[config.mk]
export PLATFORM = sky130hd
export DESIGN_NAME = fetch_gate_ctrl
export DESIGN_NICKNAME = d
export VERILOG_FILES = /design/src/rtl/fgc_pkg.sv /design/src/rtl/fgc_miss_counter.sv /design/src/rtl/fgc_gate_timer.sv /design/src/rtl/fgc_trigger.sv /design/src/rtl/fetch_gate_ctrl.sv
export SDC_FILE = /design/constraint.sdc
export NUM_CORES = 1
export LEC_CHECK = 0
export CORE_ASPECT_RATIO = 0.9
export CORE_MARGIN = 1
export CORE_UTILIZATION = 48
export DETAILED_ROUTE_END_ITERATION = 16
export PLACE_DENSITY = 0.85
export SETUP_SLACK_MARGIN = 0.3
export SLEW_MARGIN = 20
export SYNTH_ARGS = -nofsm -noshare
export SYNTH_HDL_FRONTEND = slang
export SYNTH_SLANG_ARGS = --single-unit
[constraint.sdc]
create_clock -name clk -period 2.53 [get_ports clk]
set_clock_uncertainty 0.05 [all_clocks]
set_input_delay 0.759 -clock clk [delete_from_list [all_inputs] [get_ports clk]]
set_output_delay 0.759 -clock clk [all_outputs]
set_load 0.01 [all_outputs]
[src/rtl/fgc_pkg.sv]
package fgc_pkg;

    localparam int DEF_CNT_W = 4;
    localparam int DEF_LEN_W = 6;

    // Controller phase: fetching normally or holding fetch off
    typedef enum logic {
        PH_FETCH = 1'b0,
        PH_HOLD  = 1'b1
    } phase_e;

    // One branch resolution report from the execute stage
    typedef struct packed {
        logic valid;
        logic miss;
    } resolve_t;

    function automatic logic is_miss(resolve_t r);
        return r.valid & r.miss;
    endfunction

endpackage

[src/rtl/fgc_miss_counter.sv]
module fgc_miss_counter #(
    parameter int CNT_W = 4
) (
    input  logic             clk,
    input  logic             rst,
    input  logic             bump,
    input  logic             clear,
    output logic [CNT_W-1:0] count,
    output logic [CNT_W-1:0] bumped
);
    localparam logic [CNT_W-1:0] CNT_MAX = '1;
    localparam logic [CNT_W-1:0] CNT_ONE = {{(CNT_W-1){1'b0}}, 1'b1};

    logic [CNT_W-1:0] count_nxt;

    // Saturating increment, never wraps
    assign bumped = (count == CNT_MAX) ? CNT_MAX : count + CNT_ONE;

    always_comb begin
        if (clear)
            count_nxt = '0;
        else if (bump)
            count_nxt = bumped;
        else
            count_nxt = count;
    end

    always_ff @(posedge clk) begin
        if (rst)
            count <= '0;
        else
            count <= count_nxt;
    end
endmodule

[src/rtl/fgc_gate_timer.sv]
module fgc_gate_timer #(
    parameter int LEN_W = 6
) (
    input  logic             clk,
    input  logic             rst,
    input  logic             load,
    input  logic [LEN_W-1:0] load_len,
    output logic [LEN_W-1:0] remain,
    output logic             fetch_en
);
    localparam logic [LEN_W-1:0] LEN_ONE = {{(LEN_W-1){1'b0}}, 1'b1};

    logic [LEN_W-1:0] remain_nxt;

    always_comb begin
        if (load)
            remain_nxt = load_len;
        else if (remain != '0)
            remain_nxt = remain - LEN_ONE;
        else
            remain_nxt = '0;
    end

    // Fetch enable is a flop of its own, set from the next timer value
    always_ff @(posedge clk) begin
        if (rst) begin
            remain   <= '0;
            fetch_en <= 1'b1;
        end else begin
            remain   <= remain_nxt;
            fetch_en <= (remain_nxt == '0);
        end
    end
endmodule

[src/rtl/fgc_trigger.sv]
module fgc_trigger
    import fgc_pkg::*;
#(
    parameter int CNT_W = 4,
    parameter int LEN_W = 6
) (
    input  resolve_t         ev,
    input  logic             hold,
    input  logic [CNT_W-1:0] bumped,
    input  logic [CNT_W-1:0] thresh,
    input  logic [LEN_W-1:0] len,
    output logic             start
);
    // A hold starts only on a miss outside a hold, with a nonzero
    // length and a post-increment count strictly above the threshold
    assign start = is_miss(ev) && !hold && (len != '0) && (bumped > thresh);
endmodule

[src/rtl/fetch_gate_ctrl.sv]
module fetch_gate_ctrl
    import fgc_pkg::*;
#(
    parameter int CNT_W = DEF_CNT_W,
    parameter int LEN_W = DEF_LEN_W
) (
    input  logic             clk,
    input  logic             rst,
    input  logic             rs_valid,
    input  logic             rs_miss,
    input  logic [CNT_W-1:0] cfg_thresh,
    input  logic [LEN_W-1:0] cfg_len,
    output logic             fetch_en,
    output logic             gating
);
    resolve_t         ev;
    phase_e           phase;
    logic             miss_ev;
    logic             start;
    logic             fe_q;
    logic [CNT_W-1:0] miss_cnt;
    logic [CNT_W-1:0] miss_bumped;
    logic [LEN_W-1:0] remain;

    assign ev.valid = rs_valid;
    assign ev.miss  = rs_miss;
    assign miss_ev  = is_miss(ev);

    fgc_miss_counter #(.CNT_W(CNT_W)) u_cnt (
        .clk    (clk),
        .rst    (rst),
        .bump   (miss_ev),
        .clear  (start),
        .count  (miss_cnt),
        .bumped (miss_bumped)
    );

    fgc_trigger #(.CNT_W(CNT_W), .LEN_W(LEN_W)) u_trig (
        .ev     (ev),
        .hold   (gating),
        .bumped (miss_bumped),
        .thresh (cfg_thresh),
        .len    (cfg_len),
        .start  (start)
    );

    fgc_gate_timer #(.LEN_W(LEN_W)) u_tmr (
        .clk      (clk),
        .rst      (rst),
        .load     (start),
        .load_len (cfg_len),
        .remain   (remain),
        .fetch_en (fe_q)
    );

    assign phase    = (remain != '0) ? PH_HOLD : PH_FETCH;
    assign gating   = (phase == PH_HOLD);
    assign fetch_en = fe_q;
endmodule

Word level (Yosys, flattened, before mapping)
Index checks and enable logic that the tools add are counted.
{"block": "totals", "regBits": 11, "in_bits": 14, "output_inout_bits": 2, "elab_cells": 20}
{"block": "op_classes", "addsub": 2, "magnitude_cmp": 1, "n_eq_ne": 1, "n_mux": 4, "n_bitwise": 1, "reduce_logical": 8}
{"operator": "two-way mux 6 bit", "n": 2}
{"operator": "nonzero test 6 bit", "n": 2}
{"operator": "logical NOT 6 bit", "n": 1}
{"operator": "subtractor 6 x 1 -> 6 bit, second input constant", "n": 1}
{"operator": "adder 4 x 1 -> 4 bit, second input constant", "n": 1}
{"operator": "== test 4 bit, second input constant", "n": 1}
{"operator": "> comparator 4 bit", "n": 1}
{"operator": "two-way mux 4 bit", "n": 1}
{"operator": "logical AND 1 bit", "n": 3}
{"operator": "OR reduction 2 bit", "n": 1}
{"operator": "bitwise AND 1 bit", "n": 1}
{"operator": "logical NOT 1 bit", "n": 1}
{"operator": "two-way mux 1 bit", "n": 1}

Depth between registers and ports, before layout
{"block": "depth", "ltp_word": 8, "ltp_mapped": 9, "mapped_depth_nobuf": 9}

Modules after synthesis
A second synthesis with hierarchy kept.
{"block": "unflattened", "cells_unflattened": 93, "area_unflattened_um2": 772.0}
{"module": "fgc_gate_timer", "n_inst": 1, "cells_per_inst": 46, "area_per_inst_um2": 390.4}
{"module": "fgc_miss_counter", "n_inst": 1, "cells_per_inst": 27, "area_per_inst_um2": 231.5}
{"module": "fgc_trigger", "n_inst": 1, "cells_per_inst": 16, "area_per_inst_um2": 130.1}
{"module": "fetch_gate_ctrl", "n_inst": 1, "cells_per_inst": 4, "area_per_inst_um2": 20.0}

Least setup slack after synthesis
No wires, ideal clock.
{"block": "synth_path", "kind": "input -> register", "from": "in cfg_thresh[1]", "to": "reg u_tmr.fetch_en", "t_arrival_ns": 1.964, "t_required_ns": 2.364, "path_slack_ns": 0.401, "cell_stages": 7, "cell_sequence": "inv_1 > ha_1 > nor2b_1 > o211ai_1 > a211oi_4 > a22oi_2 > a31o_1"}
{"block": "synth_between", "elab_chain_cells": 4}
{"item": "start, declared", "line_no": "fetch_gate_ctrl.sv:11", "rtl": "input logic [CNT_W-1:0] cfg_thresh,"}
{"item": "> comparator 4 bit", "line_no": "fgc_trigger.sv:16", "rtl": "assign start = is_miss(ev) && !hold && (len != '0) && (bumped > thresh);"}
{"item": "logical AND 1 bit", "line_no": "fgc_trigger.sv:16"}
{"item": "two-way mux 6 bit", "line_no": "fgc_gate_timer.sv:16", "rtl": "if (load)"}
{"item": "logical NOT 6 bit", "line_no": "fgc_gate_timer.sv:31", "rtl": "fetch_en <= (remain_nxt == '0);"}
{"item": "end signal, assigned", "line_no": "fgc_gate_timer.sv:31"}
{"item": "end, declared", "line_no": "fgc_gate_timer.sv:9", "rtl": "output logic fetch_en"}
Every way passes these cells.
A chain may end at the register's enable or synchronous reset.

Worst setup path after layout
{"block": "layout_path", "from": "in cfg_thresh[0]", "to": "reg u_tmr.fetch_en"}
The elaborated chain is that of the path after synthesis.

==> results by group <==
Worst setup path
  – Critical path origin: cfg_thresh[0]
  – Setup Crit Path Kind: input pin to flip-flop
  – Worst reg2reg path depth: 8
  – Reg2Reg Capture Point: u_tmr.fetch_en
  – Buf/Inv on CP: 1
  – Slowest cell on crit path: clkdlybuf4s50_1
  – Worst path cell trace: clkdlybuf4s50_1 -> ha_1 -> a41o_1 -> a211oi_4 -> a22oi_2 -> a31o_1
  – FF-to-FF Start: u_cnt.count[0]
  – CP peak stage delay: 0.40 ns
  – CP delay by family, top: compound AO/OA/AOI/OAI gates
  – Startpoint types: input pin
  – FF-to-FF setup slack: 0.38 ns
  – CP endpoint kind: flip-flop
  – CP arrival: 2.30 ns
  – CP Max Fanout: 6
  – Required @ worst endpoint: 2.64 ns

Routing
  – Avg WL per Cell: 15.4 µm
  – Detailed-router iteration count before antenna repair: 4
  – Total Wirelength: 1950 µm
  – Vias/cell: 5.77
  – DRC: 0
  – Starting DRC count in detailed routing: 23
  – Total number of vias: 733
  – Post-route ant nets: 0

Worst hold path
  – Worst Hold Class: flip-flop to flip-flop
  – Hold Crit Depth: 2
  – HP Start: u_cnt.count[3]
  – Worst Hold End: u_cnt.count[3]

Clocking
  – Clock sink count: 11
  – Total CTS buffers: 3
  – CTS tree: yes
  – Worst skew pair latency: 0.27 ns
  – Htree depth: 1
  – Root buffer cell: clkbuf_4
  – Clk slew on worst S/H paths: 0.06 ns
  – Max clock buf depth: 2

Placement
  – Dpl hpwl: 1360 µm
  – I/O Buffers: 15
  – Dpl ws: -0.162 ns
  – GPL Wtd Cong: 0.890

Synth
  – Top cell type's share of synthesized area: 0.307
  – Synth area leaders: dfxtp_1 (31%), ha_1 (12%), nor2_1 (7.8%)
  – Syn nets: 110
  – Syn avg cell area: 8.07 µm²
  – Yosys reg bits: 11
  – Area of the mapped netlist: 718 µm²
  – Unique masters post-synth: 29
  – Post-synthesis sequential area ratio: 0.307
  – Area leader, netlist: dfxtp_1
  – Cells after Synth: 89
  – Synth warn: 0

STA
  – Worst slew margin: 0.790
  – Worst setup margin: 0.343 ns
  – Slew @ Worst Pin: 0.306 ns
  – Fin crit period: 2.19 ns
  – Hold Vio Cnt, Final: 0
  – Slew Limit Fails: 0
  – RSZ-0062 raised after global routing: yes
  – Hold_ws: 0.477 ns
  – Final period util: 0.865
  – # setup viols final: 0
  – FMAX: 0.457 GHz

Power
  – Gate power share: 0.589
  – Sw frac: 0.432
  – Leak pwr: 0.414 nW
  – Share of power burned in registers: 0.289
  – Clock share of power: 0.121
  – Power density cells: 969 nW/µm²
  – Internal power: 0.563 mW
  – Design Power: 0.992 mW
  – Switching pwr: 0.429 mW
  – Worst VDD drop: 0.770 mV

Floorplanning
  – Die area: 1660 µm²
  – FP Rows: 12
  – Die Y: 38.7 µm
  – Initial Util: 0.550
  – IO Count: 16
  – Die Width: 42.8 µm
  – Core Area: 1310 µm²

Final layout
  – Filler cell count: 89
  – Layout area overhead: 42.5%
  – Most frequent cells in the layout: nor2_1 (14), clkdlybuf4s50_1 (11), nand2_1 (9), a21oi_1 (9), dfxtp_1 (7)
  – Share of layout cells above drive strength 1: 0.292
  – Inserted Diodes: 0
  – Final Util: 0.784
  – Final #Nets: 135
  – Most common cell after layout, fill and taps aside: nor2_1

Global routing
  – Vias in the first global route: 680
  – Initial antenna violation count: 0
  – First-pass GRT wire length: 3050 µm
  – Total grt overflow: 0
  – GRT Total Usage: 0.265
  – Largest net degree at the start of global routing: 9

Job
  – Max Cap Viol: 0

Run status
  – Run status: complete, no violations
==> layout make-up <==
type / instances / area, µm² / share of cell area
Inverter: 5 / 18.8 / 0.0183
Timing Repair Buffer: 21 / 186 / 0.182
Sequential cell: 11 / 225 / 0.220
Tap cell: 14 / 17.5 / 0.0171
Clock buffer: 4 / 26.3 / 0.0257
Multi-Input combinational cell: 72 / 549 / 0.537
==> through the flow <==
step           TNS, ns  area [µm²]  std cells
2_1_floorplan        0         718         89
3_3_place_gp    -0.522         912        121
3_5_place_dp    -0.802         912        121
4_1_cts              0        1010        127
5_1_grt              0        1020        127
6_report             0        1020        127
==> sequential cells by signal, summed over array words and instances (netlist names) <==
name,count
u_tmr.remain,6
u_cnt.count,4
u_tmr.fetch_en,1
==> cell usage after synthesis <==
cell type / count
buf_1: 1
o21ai_0: 1
and2_1: 1
nand3b_1: 1
nand2_4: 1
nor4_1: 1
nand2_1: 9
a221oi_1: 1
nor3_4: 1
nand3_1: 5
a41o_1: 1
a21oi_1: 9
nor3_1: 4
and2b_1: 1
a22oi_2: 1
o211ai_1: 1
nor2_1: 15
a21o_2: 1
a22oi_1: 3
nand2b_1: 1
mux2i_1: 1
nor4b_1: 1
ha_1: 7
inv_1: 5
a211oi_4: 1
a31o_1: 1
nor2b_1: 1
xor2_1: 2
dfxtp_1: 11
==> power groups by stage <==
stage / Combinational (mW) / Sequential, mW / Clock [mW]
after floorplan: 0.371 / 0.275 / 0
after global placement: 0.505 / 0.280 / 0
after detailed placement: 0.522 / 0.281 / 0
after CTS: 0.576 / 0.280 / 0.122
after global routing: 0.648 / 0.292 / 0.129
final: 0.585 / 0.287 / 0.120
==> how the worst max path moves through the flow <==
stage / end / cells past startpoint / slack, ns
2_1_floorplan: u_tmr.fetch_en / 7 / 0.40
3_3_place_gp: u_tmr.fetch_en / 8 / -0.09
3_5_place_dp: u_cnt.count[1] / 8 / -0.16
4_1_cts: gating / 5 / 0.30
5_1_grt: u_tmr.fetch_en / 7 / 0.29
6_report: u_tmr.fetch_en / 6 / 0.34
==> worst reg2reg max path, stage by stage, from the launching register on <==
cell	delay (ns)
dfxtp_2	0.38
ha_4	0.17
nor2_1	0.05
mux2i_1	0.27
ha_4	0.26
a41o_1	0.24
a211oi_4	0.29
a22oi_2	0.13
a31o_1	0.21
==> cell families (layout without fill, tap and decap cells) <==
group           after synthesis  count (layout)  share of synthesized area
simple gates                 42              42                      0.294
compound gates               20              20                      0.207
flops                        11              11                      0.307
fa+ha+maj                     7               7                      0.122
buf+inv                       6              30                     0.0314
xor+xnor                      2               2                     0.0244
mux                           1               1                     0.0139
==> timing repair <==
item,in CTS,in global routing
gates resized for setup,20,6
endpoints found under the setup margin,12,11
endpoints found under the hold margin,0,0
hold buffers,0,0
setup buffers,2,0
pin swaps,7,5
==> metal layers <==
metal / vias to the layer above / global-route usage / wire length [µm]
met2: 28 / 0.439 / 913
met1: 336 / 0.314 / 858
li1: 365 / - / -
met4: 0 / 0.125 / 43
met3: 4 / 0.0841 / 137
met5: - / 0 / 0
Note: power is estimated with default switching activity, not from simulation.
